## config.mk

```make
export PLATFORM = sky130hd
export DESIGN_NAME = repl_wb_select
export DESIGN_NICKNAME = d
export VERILOG_FILES = /design/src/rtl/repl_sel_pkg.sv /design/src/rtl/repl_lfsr.sv /design/src/rtl/repl_decide.sv /design/src/rtl/repl_count.sv /design/src/rtl/repl_wb_select.sv
export SDC_FILE = /design/constraint.sdc
export NUM_CORES = 1
export LEC_CHECK = 0
export BUFFER_PORTS_ARGS = -buffer_cell sky130_fd_sc_hd__buf_4
export CAP_MARGIN = 10
export CORE_UTILIZATION = 25
export DETAILED_ROUTE_END_ITERATION = 7
export PLACE_DENSITY = 0.52
export RECOVER_POWER = 25
export SLEW_MARGIN = 20
export SYNTH_ARGS = -nofsm -noshare
export SYNTH_HDL_FRONTEND = slang
export SYNTH_SLANG_ARGS = --single-unit
```

## constraint.sdc

```tcl
create_clock -name clk_i -period 2.25 [get_ports clk_i]
set_clock_uncertainty 0.15 [all_clocks]
set_input_delay 0.225 -clock clk_i [delete_from_list [all_inputs] [get_ports clk_i]]
set_output_delay 0.225 -clock clk_i [all_outputs]
set_load 0.1 [all_outputs]
```

## src/rtl/repl_sel_pkg.sv

```systemverilog
package repl_sel_pkg;
  localparam int unsigned LFSR_W    = 16;
  localparam int unsigned SAMPLE_W  = 6;
  localparam int unsigned LEVEL_W   = 3;
  localparam int unsigned MAX_LEVEL = 5;

  // log2 of the inverse probability per level: 6,4,2,1,0 for 1/64..1
  function automatic int unsigned inv_prob_log2(input logic [LEVEL_W-1:0] lvl);
    case (lvl)
      3'd1:    return 6;
      3'd2:    return 4;
      3'd3:    return 2;
      3'd4:    return 1;
      default: return 0;
    endcase
  endfunction

  // Sample must be strictly below the threshold to replicate
  function automatic logic [SAMPLE_W:0] level_threshold(input logic [LEVEL_W-1:0] lvl);
    logic [SAMPLE_W:0] thr;
    if (lvl == '0) thr = '0;
    else thr = (SAMPLE_W+1)'(1) << (SAMPLE_W - inv_prob_log2(lvl));
    return thr;
  endfunction
endpackage

```

## src/rtl/repl_lfsr.sv

```systemverilog
module repl_lfsr #(
  parameter int unsigned WIDTH = 16,
  parameter logic [WIDTH-1:0] TAPS = 16'hB400,
  parameter logic [WIDTH-1:0] SEED = 16'hACE1
) (
  input  logic             clk_i,
  input  logic             rst_ni,
  input  logic             adv_i,
  output logic [WIDTH-1:0] state_o
);
  logic [WIDTH-1:0] state_q;
  logic [WIDTH-1:0] tap_bits;
  logic             fb;

  for (genvar i = 0; i < WIDTH; i++) begin : g_tap
    assign tap_bits[i] = TAPS[i] & state_q[i];
  end
  assign fb = ^tap_bits;

  always_ff @(posedge clk_i or negedge rst_ni) begin
    if (!rst_ni)    state_q <= SEED;
    else if (adv_i) state_q <= {state_q[WIDTH-2:0], fb};
  end

  assign state_o = state_q;
endmodule

```

## src/rtl/repl_decide.sv

```systemverilog
module repl_decide
  import repl_sel_pkg::*;
(
  input  logic [LEVEL_W-1:0]  level_i,
  input  logic [SAMPLE_W-1:0] sample_i,
  output logic                grant_o
);
  logic [SAMPLE_W:0] thr;

  always_comb begin
    thr     = level_threshold(level_i);
    grant_o = ({1'b0, sample_i} < thr);
  end
endmodule

```

## src/rtl/repl_count.sv

```systemverilog
module repl_count #(
  parameter int unsigned CNT_W = 16
) (
  input  logic             clk_i,
  input  logic             rst_ni,
  input  logic             inc_i,
  output logic             pulse_o,
  output logic [CNT_W-1:0] count_o
);
  localparam logic [CNT_W-1:0] CNT_MAX = '1;

  logic [CNT_W-1:0] cnt_q;
  logic             pulse_q;

  always_ff @(posedge clk_i or negedge rst_ni) begin
    if (!rst_ni) begin
      cnt_q   <= '0;
      pulse_q <= 1'b0;
    end else begin
      pulse_q <= inc_i;
      if (inc_i && cnt_q != CNT_MAX) cnt_q <= cnt_q + 1'b1;
    end
  end

  assign pulse_o = pulse_q;
  assign count_o = cnt_q;
endmodule

```

## src/rtl/repl_wb_select.sv

```systemverilog
module repl_wb_select
  import repl_sel_pkg::*;
#(
  parameter int unsigned ADDR_W = 32,
  parameter int unsigned NODES  = 8,
  parameter int unsigned CNT_W  = 16,
  parameter logic [LFSR_W-1:0] LFSR_SEED = 16'hACE1,
  localparam int unsigned NODE_W = $clog2(NODES)
) (
  input  logic               clk_i,
  input  logic               rst_ni,
  input  logic               wb_valid_i,
  input  logic [ADDR_W-1:0]  wb_addr_i,
  input  logic [LEVEL_W-1:0] repl_level_i,
  input  logic [NODE_W-1:0]  node_id_i,
  output logic               local_wr_o,
  output logic               ring_fwd_o,
  output logic [ADDR_W-1:0]  wb_addr_o,
  output logic [NODE_W-1:0]  ring_dest_o,
  output logic               repl_pulse_o,
  output logic [CNT_W-1:0]   repl_count_o
);
  logic [LFSR_W-1:0] lfsr_state;
  logic              grant;
  logic              do_local;
  logic [NODE_W-1:0] next_node;

  logic              local_q, ring_q;
  logic [ADDR_W-1:0] addr_q;
  logic [NODE_W-1:0] dest_q;

  repl_lfsr #(.WIDTH(LFSR_W), .TAPS(16'hB400), .SEED(LFSR_SEED)) u_lfsr (
    .clk_i   (clk_i),
    .rst_ni  (rst_ni),
    .adv_i   (wb_valid_i),
    .state_o (lfsr_state)
  );

  repl_decide u_decide (
    .level_i  (repl_level_i),
    .sample_i (lfsr_state[SAMPLE_W-1:0]),
    .grant_o  (grant)
  );

  assign do_local  = wb_valid_i & grant;
  assign next_node = (node_id_i == NODE_W'(NODES-1)) ? '0 : node_id_i + 1'b1;

  always_ff @(posedge clk_i or negedge rst_ni) begin
    if (!rst_ni) begin
      local_q <= 1'b0;
      ring_q  <= 1'b0;
      addr_q  <= '0;
      dest_q  <= '0;
    end else begin
      local_q <= do_local;
      ring_q  <= wb_valid_i & ~grant;
      if (wb_valid_i) begin
        addr_q <= wb_addr_i;
        dest_q <= next_node;
      end
    end
  end

  repl_count #(.CNT_W(CNT_W)) u_count (
    .clk_i   (clk_i),
    .rst_ni  (rst_ni),
    .inc_i   (do_local),
    .pulse_o (repl_pulse_o),
    .count_o (repl_count_o)
  );

  assign local_wr_o  = local_q;
  assign ring_fwd_o  = ring_q;
  assign wb_addr_o   = addr_q;
  assign ring_dest_o = dest_q;
endmodule

```

# ---- Word-level counts from Yosys, hierarchy flattened
# Index checks and enable logic that the tools add are counted.
dict set report totals {
  regBits 69
  latchBits 0
  ramBits 0
  rom_bits 0
  in_bits 41
  out_inout_bits 54
  wordCells 27
  memories 0
}
dict set report op_classes {
  add_sub_neg 3
  multipliers 0
  div_mod_pow 0
  magnitude_cmp 1
  n_eq_ne 6
  shift 1
  mux 4
  n_bitwise 3
  n_reduce_logical 3
}
# operator n
set op_table {}
lappend op_table {{$mux 32} 1}
lappend op_table {{$shl 1x32->7 const A} 1}
lappend op_table {{$sub 3x32->32 const A} 1}
lappend op_table {{$add 16x1->16 const B} 1}
lappend op_table {{$ne 16x16->1 const B} 1}
lappend op_table {{$reduce_xor 16->1} 1}
lappend op_table {{$pmux 3 s4} 1}
lappend op_table {{$lt 6x7->1} 1}
lappend op_table {{$mux 7} 1}
lappend op_table {{$eq 3x2->1 const B} 2}
lappend op_table {{$eq 3x3->1 const B} 2}
lappend op_table {{$add 3x1->3 const B} 1}
lappend op_table {{$eq 3x1->1 const B} 1}
lappend op_table {{$logic_not 3->1} 1}
lappend op_table {{$mux 3} 1}
lappend op_table {{$and 1x1->1} 2}
lappend op_table {{$logic_and 1x1->1} 1}
lappend op_table {{$not 1->1} 1}

# ---- Longest topological paths before layout
# Gate-level depths: netlist of the first run.
dict set report depth {
  word_depth 9
  mapped_depth 13
  mapped_depth_nobuf 12
}

# ---- Cells and area by module
# Synthesis of the first run repeated with hierarchy kept, for this count alone.
dict set report unflattened {
  cells_unflattened 223
  hier_area_um2 3254.4
}
# module n_inst cells_each area_each_um2 seq_area_each_um2
set modules_own_cells {}
lappend modules_own_cells {repl_wb_select 1 83 1465.2 925.9}
lappend modules_own_cells {repl_count 1 73 884.6 425.4}
lappend modules_own_cells {repl_lfsr 1 38 675.6 410.4}
lappend modules_own_cells {repl_decide 1 29 229.0 0.0}

# ---- Worst setup path before layout of the first run
# No wires, ideal clock.
dict set report synth_timing {
  path_type {input port to flip-flop}
  from {input repl_level_i[0]}
  to {register u_count.cnt_q[14] (netlist: u_count.count_o[14])}
  setup_time_ps 128
  t_arrival_ps 2646
  required_time_ps 1972
  path_slack_ps -674
  cell_stages 11
  path_buffers 0
  path_cell_list {or2_2 -> nor2_1 -> ha_1 -> ha_1 -> nand3b_1 -> ha_1 -> a21oi_1 -> nand2_1 -> a221oi_4 -> nand4_1 -> mux2_1}
}
dict set report synth_between {
  elab_chain_len 9
  word_cells_on_any_way 13
  classes_between {1 x add/sub; 1 x order compare; 4 x eq/ne; 1 x shift; 3 x mux; 1 x bitwise; 2 x reduce/logical}
}
# element line_no
set synth_lines {}
lappend synth_lines {{start: declaration} repl_wb_select.sv:14} ;# input logic [LEVEL_W-1:0] repl_level_i,
lappend synth_lines {{$eq 3x3->1, or another cell as far along} repl_sel_pkg.sv:9} ;# case (lvl)
lappend synth_lines {{$pmux 3 s4} repl_sel_pkg.sv:9}
lappend synth_lines {{$mux 32} repl_sel_pkg.sv:21} ;# if (lvl == '0) thr = '0;
lappend synth_lines {{$sub 3x32->32} repl_sel_pkg.sv:22} ;# else thr = (SAMPLE_W+1)'(1) << (SAMPLE_W - inv_prob_log2(lvl));
lappend synth_lines {{$shl 1x32->7} repl_sel_pkg.sv:22}
lappend synth_lines {{$mux 7 (*)} repl_sel_pkg.sv:21}
lappend synth_lines {{$lt 6x7->1 (*)} repl_decide.sv:12} ;# grant_o = ({1'b0, sample_i} < thr);
lappend synth_lines {{$and 1x1->1 (*)} repl_wb_select.sv:45} ;# assign do_local = wb_valid_i & grant;
lappend synth_lines {{$logic_and 1x1->1 (*)} repl_count.sv:21} ;# if (inc_i && cnt_q != CNT_MAX) cnt_q <= cnt_q + 1'b1;
lappend synth_lines {{end signal: assignment} repl_count.sv:21}
lappend synth_lines {{end: declaration} repl_count.sv:12} ;# logic [CNT_W-1:0] cnt_q;
# Mark *: on every way between the ends. The rest lies on a longest branch, timed or not. The select of a mux whose other input is x is not followed.
# A chain may end at the register's enable or synchronous reset.

# ---- Final worst setup path of the first run
dict set report layout_timing {
  from {input repl_level_i[1]}
  to {register u_count.cnt_q[14] (netlist: u_count.count_o[14])}
}
# The elaborated chain is that of the path after synthesis.

==> run_results.csv, run 1 <==
group,metric,value,unit
floorplanning,coreArea,11560,sq um
global_route,grt_pass1_wl,11.87,mm
placement,dp_hpwl,4.639,mm
synth,ys_types,31,
setup_path,worstSetupPathType,"input port to flip-flop",
global_route,grt-ovfl-total,0,
layout,final_area,4826,sq um
timing,period_minus_slack,2.556,ns
synth,ys_seq_elements,69,
outcome,status,"finished, violations left",
synth,syn_nets,273,
routing,first_pass_iters,6,
cts,cts_tree,"done",
floorplanning,die_area,12500,sq um
floorplanning,rows,39,
setup_path,cp-start-kind,"input port",
outcome,violations,"design-rule violations, negative setup slack",
synth,async_flop_share,100.0,%
synth,yosysSeqAreaShare,57.62,%
cts,ctsHtreeMaxLevel,3,
routing,avgViaCountPerCell,4.350,
setup_path,cp.required,2.31,ns
synth,syn-instance-count,222,
global_route,grt_max_degree,35,
synth,yosys_warnings,0,
cts,cts.clk_slew.worst_paths,0.05,ns
floorplanning,die_w,111.8,um
synth,yosysTopAreaCellShare,50.64,%
synth,synth_area,3014,sq um
placement,portBuffers,94,
routing,top_layer,"met4",
synth,ys.flop_type,"dfrtp_1",
setup_path,cp.arrival,2.62,ns
global_route,grt_use_total,12.18,%
cts,clk_latency,0.33,ns
timing,fin_crit_sh,113.6,%
floorplanning,initial_core_util,26.06,%
placement,dpl_cell_area,4046,sq um
routing,vias,2262,
timing,maxSlewHeadroom,44.05,%
cts,cts_root_buf,"clkbuf_16",
flow_run,max-cap-violations,0,
layout,final_cell_count_no_fill,520,
routing,wl_met1,3.073,mm
layout,drive_above_1_share,56.50,%
synth,synth_area_leaders,"dfrtp_1 (51%), mux2_2 (18%), dfstp_2 (7.0%)",
synth,syn_avg_cell_area,13.58,sq um
global_route,antenna_found_initial,0,
routing,final_antenna_net_count,0,
pwr,p_leak,0.002155,uW
timing,rsz0062_at_grt,"true",
routing,wl_per_cell,13.20,um
setup_path,cp-end-kind,"flip-flop",
synth,synth.most_common_cell,"dfrtp_1",
synth,synth_common_cells,"dfrtp_1 (61), mux2_2 (49), xnor2_1 (17)",
timing,final-hold-violation-count,0,
routing,drc_errors,5,
placement,placedCellCount,468,
cts,cts_sinks,69,
routing,met2RoutedLength,3.363,mm
timing,hold_ws,0.07875,ns
setup_path,r2r_setup_slack,0.07,ns
routing,totalWireLength,6.865,mm
routing,drtIter0Drc,54,
placement,gp_congestion,0.7679,
floorplanning,dieHeight,111.8,um
timing,tightestPinTransition,0.8392,ns
layout,finalNetCount,423,
routing,wl_met3,340,um
timing,setup_tns,-3.767,ns
layout,syn_to_final_growth,60.11,%
floorplanning,ioPinCount,95,
timing,setup_viol_count_final,16,
worst_hold_path,hp-class,"input port to flip-flop",
timing,drv_slew,0,
setup_path,worstPathMaxFanout,5,
timing,max_freq,391.2,MHz
synth,synth_edf_count,0,
pwr,power_density,1151,nW/um^2
cts,numCtsBuffers,9,
timing,finalWorstSetupSlack,-0.3062,ns
cts,clockBufferDepth,2,
global_route,first_global_vias,2408,
pwr,irDropWorstVdd,1.075,mV
synth,synth.largest_area_cell,"dfrtp_1",
layout,diodes,0,
## sequential cells by signal (all words and copies together) (netlist names)
signal and count:
ring_fwd_o 1, u_count.pulse_o 1, u_count.count_o 16, u_lfsr.state_o 16
wb_addr_o 32, ring_dest_o 3
## per-layer routing
layer	vias up	GRT usage, %
met3	8	4.300
met4	0	4.324
met2	53	19.54
met1	1109	15.13
li1	1092	-
met5	-	0
## power by group
group          total (uW)  internal [uW]  switching [uW]  leakage, uW
Clock                1600           1090             512     0.000172
Combinational        2170            756            1410      0.00116
Sequential           1780           1570             212     0.000824
Total                5560           3420            2140      0.00216
## per-stage QoR
step                      power [uW]  utilization, %  setup WS (ns)
after floorplan                 3346               -        -0.5456
after global placement          3819           34.99        -0.6943
after detailed placement        3847           34.99        -0.7422
after CTS                       5613           41.47        -0.3273
after global routing            5838           41.73        -0.4184
final                           5556           41.73        -0.3062
## area by class of cell
class	count	area, sq um
inverter	2	7.507
timing repair buffer	147	1205
fill	1084	6739
clock buffer	13	280.3
sequential	69	1738
clock inverter	3	65.06
tap	143	178.9
multi-input combinational	143	1351
## worst max-delay path, cell delays in order
cell,delay [ns]
buf_6,0.09
or2_4,0.24
nor2_2,0.08
ha_2,0.19
ha_4,0.21
nand3b_1,0.19
ha_4,0.26
a21oi_2,0.15
nand2_2,0.09
a221oi_4,0.40
nand4_1,0.16
mux2_4,0.32
## logic make-up (layout without fill, tap and decap cells)
kind of cell               after synthesis  count (layout)  synth area share [%]
buffers and inverters                   10             165                 1.619
AOI/OAI and AO/OA                       12              12                 3.072
adders and majority gates               10              10                 4.151
and+or+nand+nor                         53              53                 9.424
muxes                                   51              51                 19.18
DFF                                     69              69                 57.62
xor gates and xnor gates                17              17                 4.940
## final timing paths
path,startpoint,cells past startpoint,to
max,repl_level_i[1],12,u_count.count_o[14]$_DFFE_PN0P_
min,node_id_i[2],3,ring_dest_o[0]$_DFFE_PN0P_
max reg2reg,u_lfsr.state_o[5]$_DFFE_PN1P_,6,u_count.count_o[14]$_DFFE_PN0P_
min reg2reg,ring_dest_o[0]$_DFFE_PN0P_,2,ring_dest_o[0]$_DFFE_PN0P_
max in group asynchronous,rst_ni,3,u_lfsr.state_o[5]$_DFFE_PN1P_
min in group asynchronous,rst_ni,2,wb_addr_o[25]$_DFFE_PN0P_
## placed cells by master (no fill, tap or decap), drive strengths merged, types with 3 or more instances in the layout
cell type / instances
nand3: 10
and3: 4
nor2b: 3
dfstp: 8
nor2: 6
nand2b: 3
clkbuf: 26
nand2: 11
a21oi: 7
mux2: 51
nand4: 8
dlygate4sd3: 34
xnor2: 17
dfrtp: 61
buf: 100
ha: 10
## what timing repair did
item	CTS	global route
pin swaps	19	7
hold endpoints to repair	57	0
resized for setup	13	4
setup endpoints to repair	17	17
setup buffers	2	0
hold buffers	34	0
(Power assumes the default switching activity.)
==> inputs of run 2 (changes only) <==
--- a/config.mk
+++ b/config.mk
@@ -7,9 +7,11 @@
 export LEC_CHECK = 0
 export BUFFER_PORTS_ARGS = -buffer_cell sky130_fd_sc_hd__buf_4
 export CAP_MARGIN = 10
+export CELL_PAD_IN_SITES_DETAIL_PLACEMENT = 1
+export CELL_PAD_IN_SITES_GLOBAL_PLACEMENT = 2
 export CORE_UTILIZATION = 25
 export DETAILED_ROUTE_END_ITERATION = 7
-export PLACE_DENSITY = 0.52
+export PLACE_DENSITY = 0.7
 export RECOVER_POWER = 25
 export SLEW_MARGIN = 20
 export SYNTH_ARGS = -nofsm -noshare
==> run_results.csv, run 2 (same netlist as run 1, synthesis figures left out) <==
group,metric,value,unit
global_route,grt_max_degree,53,
setup_path,cp.arrival,2.62,ns
floorplanning,die_w,111.8,um
routing,drtIter0Drc,36,
routing,totalWireLength,7.640,mm
setup_path,cp-end-kind,"flip-flop",
layout,final_area,4800,sq um
timing,period_minus_slack,2.568,ns
setup_path,cp.required,2.30,ns
global_route,grt_use_total,13.13,%
layout,syn_to_final_growth,59.24,%
layout,fin_util,41.50,%
timing,drv_slew,0,
timing,final-hold-violation-count,0,
outcome,status,"finished, violations left",
setup_path,worstSetupPathType,"input port to flip-flop",
layout,finalNetCount,421,
outcome,violations,"design-rule violations, negative setup slack",
pwr,p_sw,2154,uW
routing,met2RoutedLength,4.013,mm
placement,portBuffers,94,
placement,dp_hpwl,5.089,mm
timing,max_freq,389.4,MHz
layout,fillerInstances,1221,
pwr,p_int,3277,uW
cts,clockBufferDepth,2,
floorplanning,ioPinCount,95,
pwr,irDropWorstVdd,1.360,mV
floorplanning,coreArea,11560,sq um
floorplanning,dieHeight,111.8,um
routing,final_antenna_net_count,0,
setup_path,cpMostUsedCell,"ha_4",
pwr,p_leak,0.002145,uW
setup_path,worstPathMaxFanout,5,
cts,numCtsBuffers,9,
timing,setup_viol_count_final,16,
layout,diodes,0,
setup_path,worst_path_max_delay_cell,"mux2_4",
pwr,power_frac_comb,41.1,%
floorplanning,rows,39,
floorplanning,die_area,12500,sq um
routing,wl_met1,3.218,mm
worst_hold_path,hp-class,"input port to flip-flop",
layout,multiInputGateArea,1386,sq um
timing,fin_crit_sh,114.1,%
layout,final_cell_mix,"buf_4 (105), dfrtp_1 (60), mux2_2 (49), dlygate4sd3_1 (33), xnor2_1 (15)",
pwr,seqPwrFrac,32.9,%
placement,gp_congestion,0.7220,
layout,drive_above_1_share,55.47,%
setup_path,worstPathCellList,"buf_8 -> or2_4 -> nor2_4 -> ha_4 -> ha_4 -> nand3b_1 -> ha_4 -> a21oi_4 -> nand2_2 -> a221oi_4 -> buf_6 -> nand4_1 -> mux2_4",
layout,seqCellArea,1738,sq um
routing,drc_errors,5,
timing,hold_ws,0.01031,ns
global_route,grt-ovfl-total,0,
global_route,antenna_found_initial,0,
pwr,p_clk_share,26.0,%
timing,finalWorstSetupSlack,-0.3183,ns
pwr,swShare,39.66,%
setup_path,slowest_delay,0.32,ns
timing,setup_tns,-3.686,ns
floorplanning,initial_core_util,26.06,%
routing,wl_per_cell,14.75,um
flow_run,max-cap-violations,0,
timing,maxSlewHeadroom,51.38,%
layout,final_common_cell,"buf_4",
placement,dp_slack,-0.8073,ns
layout,largest_reg_flops,32,
routing,vias,2304,
cts,cts.clk_slew.worst_paths,0.05,ns
routing,top_layer,"met4",
placement,dpl_cell_area,4036,sq um
routing,avgViaCountPerCell,4.448,
timing,tightestPinTransition,0.7293,ns
pwr,power_density,1132,nW/um^2
cts,cts_root_buf,"clkbuf_16",
routing,wl_met3,260,um
routing,first_pass_iters,8,
cts,clk_latency,0.32,ns
cts,ctsHtreeMaxLevel,3,
cts,cts_sinks,69,
global_route,first_global_vias,2459,
timing,rsz0062_at_grt,"true",
global_route,grt_pass1_wl,12.70,mm
setup_path,cp-start-kind,"input port",
cts,cts_tree,"done",
==> run 2: changes by cell type in the layout (fill, tap and decap cells not counted), moves of 2 or more <==
cell      change
buf_4        +10
clkbuf_1      +4
clkbuf_4     -11
clkbuf_8      -2
==> run 2: area by class of cell <==
class                           instances  share of cell area, %
Clock buffer                           15                  5.579
Clock inverter                          1                 0.6257
Inverter                                2                 0.1564
Multi-Input combinational cell        143                  28.88
Sequential cell                        69                  36.21
Tap cell                              143                  3.728
Timing Repair Buffer                  145                  24.82
==> run 2: timing repair <==
| item | CTS | global route |
|---|---|---|
| buffers inserted | 2 | 2 |
| gates cloned | 0 | 0 |
| hold endpoints to repair | 59 | 0 |
| hold buffers | 33 | 0 |
| setup endpoints to repair | 17 | 18 |
| resized for setup | 10 | 13 |
| pin swaps | 14 | 13 |
==> run 2: per-stage QoR <==
step           total power, uW  cells
2_1_floorplan             3346    222
3_3_place_gp              3825    465
3_5_place_dp              3877    465
4_1_cts                   5425    516
5_1_grt                   5699    518
6_report                  5431    518
==> run 2: power groups by stage <==
| stage | sequential (uW) | clock, uW | combinational [uW] |
|---|---|---|---|
| detailed placement | 1800 | 0 | 2080 |
| global placement | 1790 | 0 | 2030 |
| floorplan | 2660 | 0 | 689 |
| CTS | 1780 | 1470 | 2170 |
| finish | 1780 | 1410 | 2230 |
| global route | 1830 | 1510 | 2350 |
==> run 2: final timing paths <==
kind	startpoint	end	slack (ns)	cells after the start
setup / recovery	repl_level_i[0]	u_count.count_o[14]$_DFFE_PN0P_	-0.32	13
hold / removal	wb_addr_i[16]	wb_addr_o[16]$_DFFE_PN0P_	0.01	2
max in group asynchronous	rst_ni	wb_addr_o[17]$_DFFE_PN0P_	0.50	3
min in group asynchronous	rst_ni	wb_addr_o[31]$_DFFE_PN0P_	0.35	2
hold reg to reg	ring_dest_o[0]$_DFFE_PN0P_	ring_dest_o[0]$_DFFE_PN0P_	0.34	2
setup reg to reg	u_lfsr.state_o[5]$_DFFE_PN1P_	u_count.count_o[14]$_DFFE_PN0P_	0.11	7
==> run 2: per-layer routing <==
| layer | global-route usage (%) | vias to the layer above |
|---|---|---|
| met5 | 0 | - |
| met4 | 6.486 | 0 |
| met3 | 2.123 | 10 |
| met2 | 22.53 | 47 |
| met1 | 15.98 | 1162 |
| li1 | - | 1085 |
==> run 2: worst max-delay path: cells and delay by family <==
| kind | cells | cell delay (ns) |
|---|---|---|
| fa+ha+maj | 3 | 0.63 |
| compound gates | 2 | 0.39 |
| buf+inv | 2 | 0.26 |
| mux | 1 | 0.32 |
| simple gates | 5 | 0.78 |
==> inputs of run 3 (changes only) <==
--- a/config.mk
+++ b/config.mk
@@ -12,7 +12,7 @@
 export CORE_UTILIZATION = 25
 export DETAILED_ROUTE_END_ITERATION = 7
 export PLACE_DENSITY = 0.7
-export RECOVER_POWER = 25
+export RECOVER_POWER = 50
 export SLEW_MARGIN = 20
 export SYNTH_ARGS = -nofsm -noshare
 export SYNTH_HDL_FRONTEND = slang
==> run_results.csv, run 3 (same netlist as run 1, synthesis figures left out) <==
group,metric,value,unit
outcome,status,"finished, violations left",
outcome,violations,"design-rule violations, negative setup slack",
setup_path,crit_end,"u_count.count_o[14]$_DFFE_PN0P_",
setup_path,r2r_cells,7,
floorplanning,coreArea,11560,sq um
cts,cts.clk_slew.worst_paths,0.05,ns
routing,drtIter0Drc,36,
cts,cts_tree,"done",
layout,drive_above_1_share,54.93,%
global_route,grt_use_total,13.13,%
timing,finalWorstSetupSlack,-0.3183,ns
cts,clk_latency,0.32,ns
timing,final-hold-violation-count,0,
floorplanning,rows,39,
global_route,grt_max_degree,53,
timing,drv_slew,0,
pwr,irDropWorstVdd,1.360,mV
layout,multiInputGateArea,1386,sq um
timing,tightestPinTransition,1.325,ns
cts,ctsHtreeMaxLevel,3,
routing,avgViaCountPerCell,4.448,
setup_path,r2r-end,"u_count.count_o[14]$_DFFE_PN0P_",
setup_path,slowest_delay,0.32,ns
setup_path,worstPathMaxFanout,5,
timing,max_freq,389.4,MHz
setup_path,worstSetupPathType,"input port to flip-flop",
routing,drc_errors,5,
cts,cts_root_buf,"clkbuf_16",
global_route,antenna_found_initial,0,
layout,diodes,0,
layout,final_cell_mix,"buf_4 (103), dfrtp_1 (60), mux2_2 (49), dlygate4sd3_1 (33), xnor2_1 (15)",
timing,fin_crit_sh,114.1,%
floorplanning,die_w,111.8,um
setup_path,cpMostUsedCell,"ha_4",
worst_hold_path,hp-class,"input port to flip-flop",
global_route,first_global_vias,2459,
floorplanning,die_area,12500,sq um
cts,cts_sinks,69,
setup_path,worstPathCellList,"buf_8 -> or2_4 -> nor2_4 -> ha_4 -> ha_4 -> nand3b_1 -> ha_4 -> a21oi_4 -> nand2_2 -> a221oi_4 -> buf_6 -> nand4_1 -> mux2_4",
setup_path,r2r_setup_slack,0.11,ns
routing,wl_per_cell,14.75,um
setup_path,worst_path_max_delay_cell,"mux2_4",
placement,dpl_cell_area,4036,sq um
pwr,power_density,1133,nW/um^2
placement,gp_congestion,0.7220,
global_route,grt-ovfl-total,0,
timing,maxSlewHeadroom,11.65,%
setup_path,cp-start-kind,"input port",
layout,fillerInstances,1221,
flow_run,max-cap-violations,0,
routing,first_pass_iters,8,
setup_path,r2r_start,"u_lfsr.state_o[5]$_DFFE_PN1P_",
pwr,p_leak,0.002140,uW
routing,vias,2304,
layout,seqCellArea,1738,sq um
timing,setup_viol_count_final,16,
routing,totalWireLength,7.642,mm
setup_path,cp-end-kind,"flip-flop",
layout,finalNetCount,421,
timing,period_minus_slack,2.568,ns
floorplanning,ioPinCount,95,
floorplanning,dieHeight,111.8,um
layout,final_area,4793,sq um
setup_path,crit_start,"repl_level_i[0]",
placement,dp_hpwl,5.089,mm
global_route,grt_pass1_wl,12.70,mm
worst_hold_path,worstHoldStart,"wb_addr_i[16]",
setup_path,cp.required,2.30,ns
placement,portBuffers,94,
timing,rsz0062_at_grt,"true",
cts,numCtsBuffers,9,
layout,syn_to_final_growth,59.03,%
routing,final_antenna_net_count,0,
setup_path,cp.arrival,2.62,ns
cts,clockBufferDepth,2,
timing,hold_ws,0.01042,ns
floorplanning,initial_core_util,26.06,%
layout,largest_reg_flops,32,
layout,final_common_cell,"buf_4",
==> run 3: timing repair <==
item                                   in CTS  in global routing
resized for setup                          10                 13
setup endpoints to repair                  17                 18
hold buffers                               33                  0
pin swaps                                  14                 13
endpoints found under the hold margin      59                  0
setup buffers                               2                  2
==> run 3: critical path, delay by kind of cell <==
| family | cells | cell delay [ns] |
|---|---|---|
| AO/OA/AOI/OAI | 2 | 0.39 |
| adder cells (fa/ha/maj) | 3 | 0.63 |
| buffers and inverters | 2 | 0.26 |
| multiplexers | 1 | 0.32 |
| AND/OR/NAND/NOR | 5 | 0.78 |
==> run 3: report_power, final <==
group          internal [uW]  switching, uW
combinational            785           1450
sequential              1570            213
clock                    920            492
total                   3270           2150
==> run 3: worst min path at each step <==
stage                                      end  cells past startpoint
detailed placement   wb_addr_o[31]$_DFFE_PN0P_                      1
floorplan           ring_dest_o[0]$_DFFE_PN0P_                      0
global placement     wb_addr_o[31]$_DFFE_PN0P_                      1
CTS                  wb_addr_o[16]$_DFFE_PN0P_                      2
global route         wb_addr_o[16]$_DFFE_PN0P_                      2
finish               wb_addr_o[16]$_DFFE_PN0P_                      2
==> run 3: cell type report <==
type | count | area share [%]
Clock inverter | 1 | 0.6265
Multi-Input combinational cell | 143 | 28.92
Sequential cell | 69 | 36.26
Inverter | 2 | 0.1566
Tap cell | 143 | 3.733
Clock buffer | 15 | 5.586
Timing Repair Buffer | 145 | 24.72
==> run 3: routing by layer <==
metal,share of wire [%],global-route usage (%),vias to the layer above
met5,0,0,-
met4,1.9,6.486,0
met3,3.4,2.123,10
met2,52,22.53,47
met1,42,15.98,1161
li1,-,-,1086
==> run 3: per-stage QoR <==
stage               worst slack (ns)  std cells  power [uW]  setup TNS, ns  utilization, %
floorplan                    -0.5456        222        3346         -7.396               -
global placement             -0.7324        465        3825         -11.55           34.90
detailed placement           -0.8073        465        3877         -12.98           34.90
CTS                          -0.3925        516        5425         -5.045           40.82
global route                 -0.4419        518        5698         -5.847           41.45
finish                       -0.3183        518        5429         -3.685           41.45
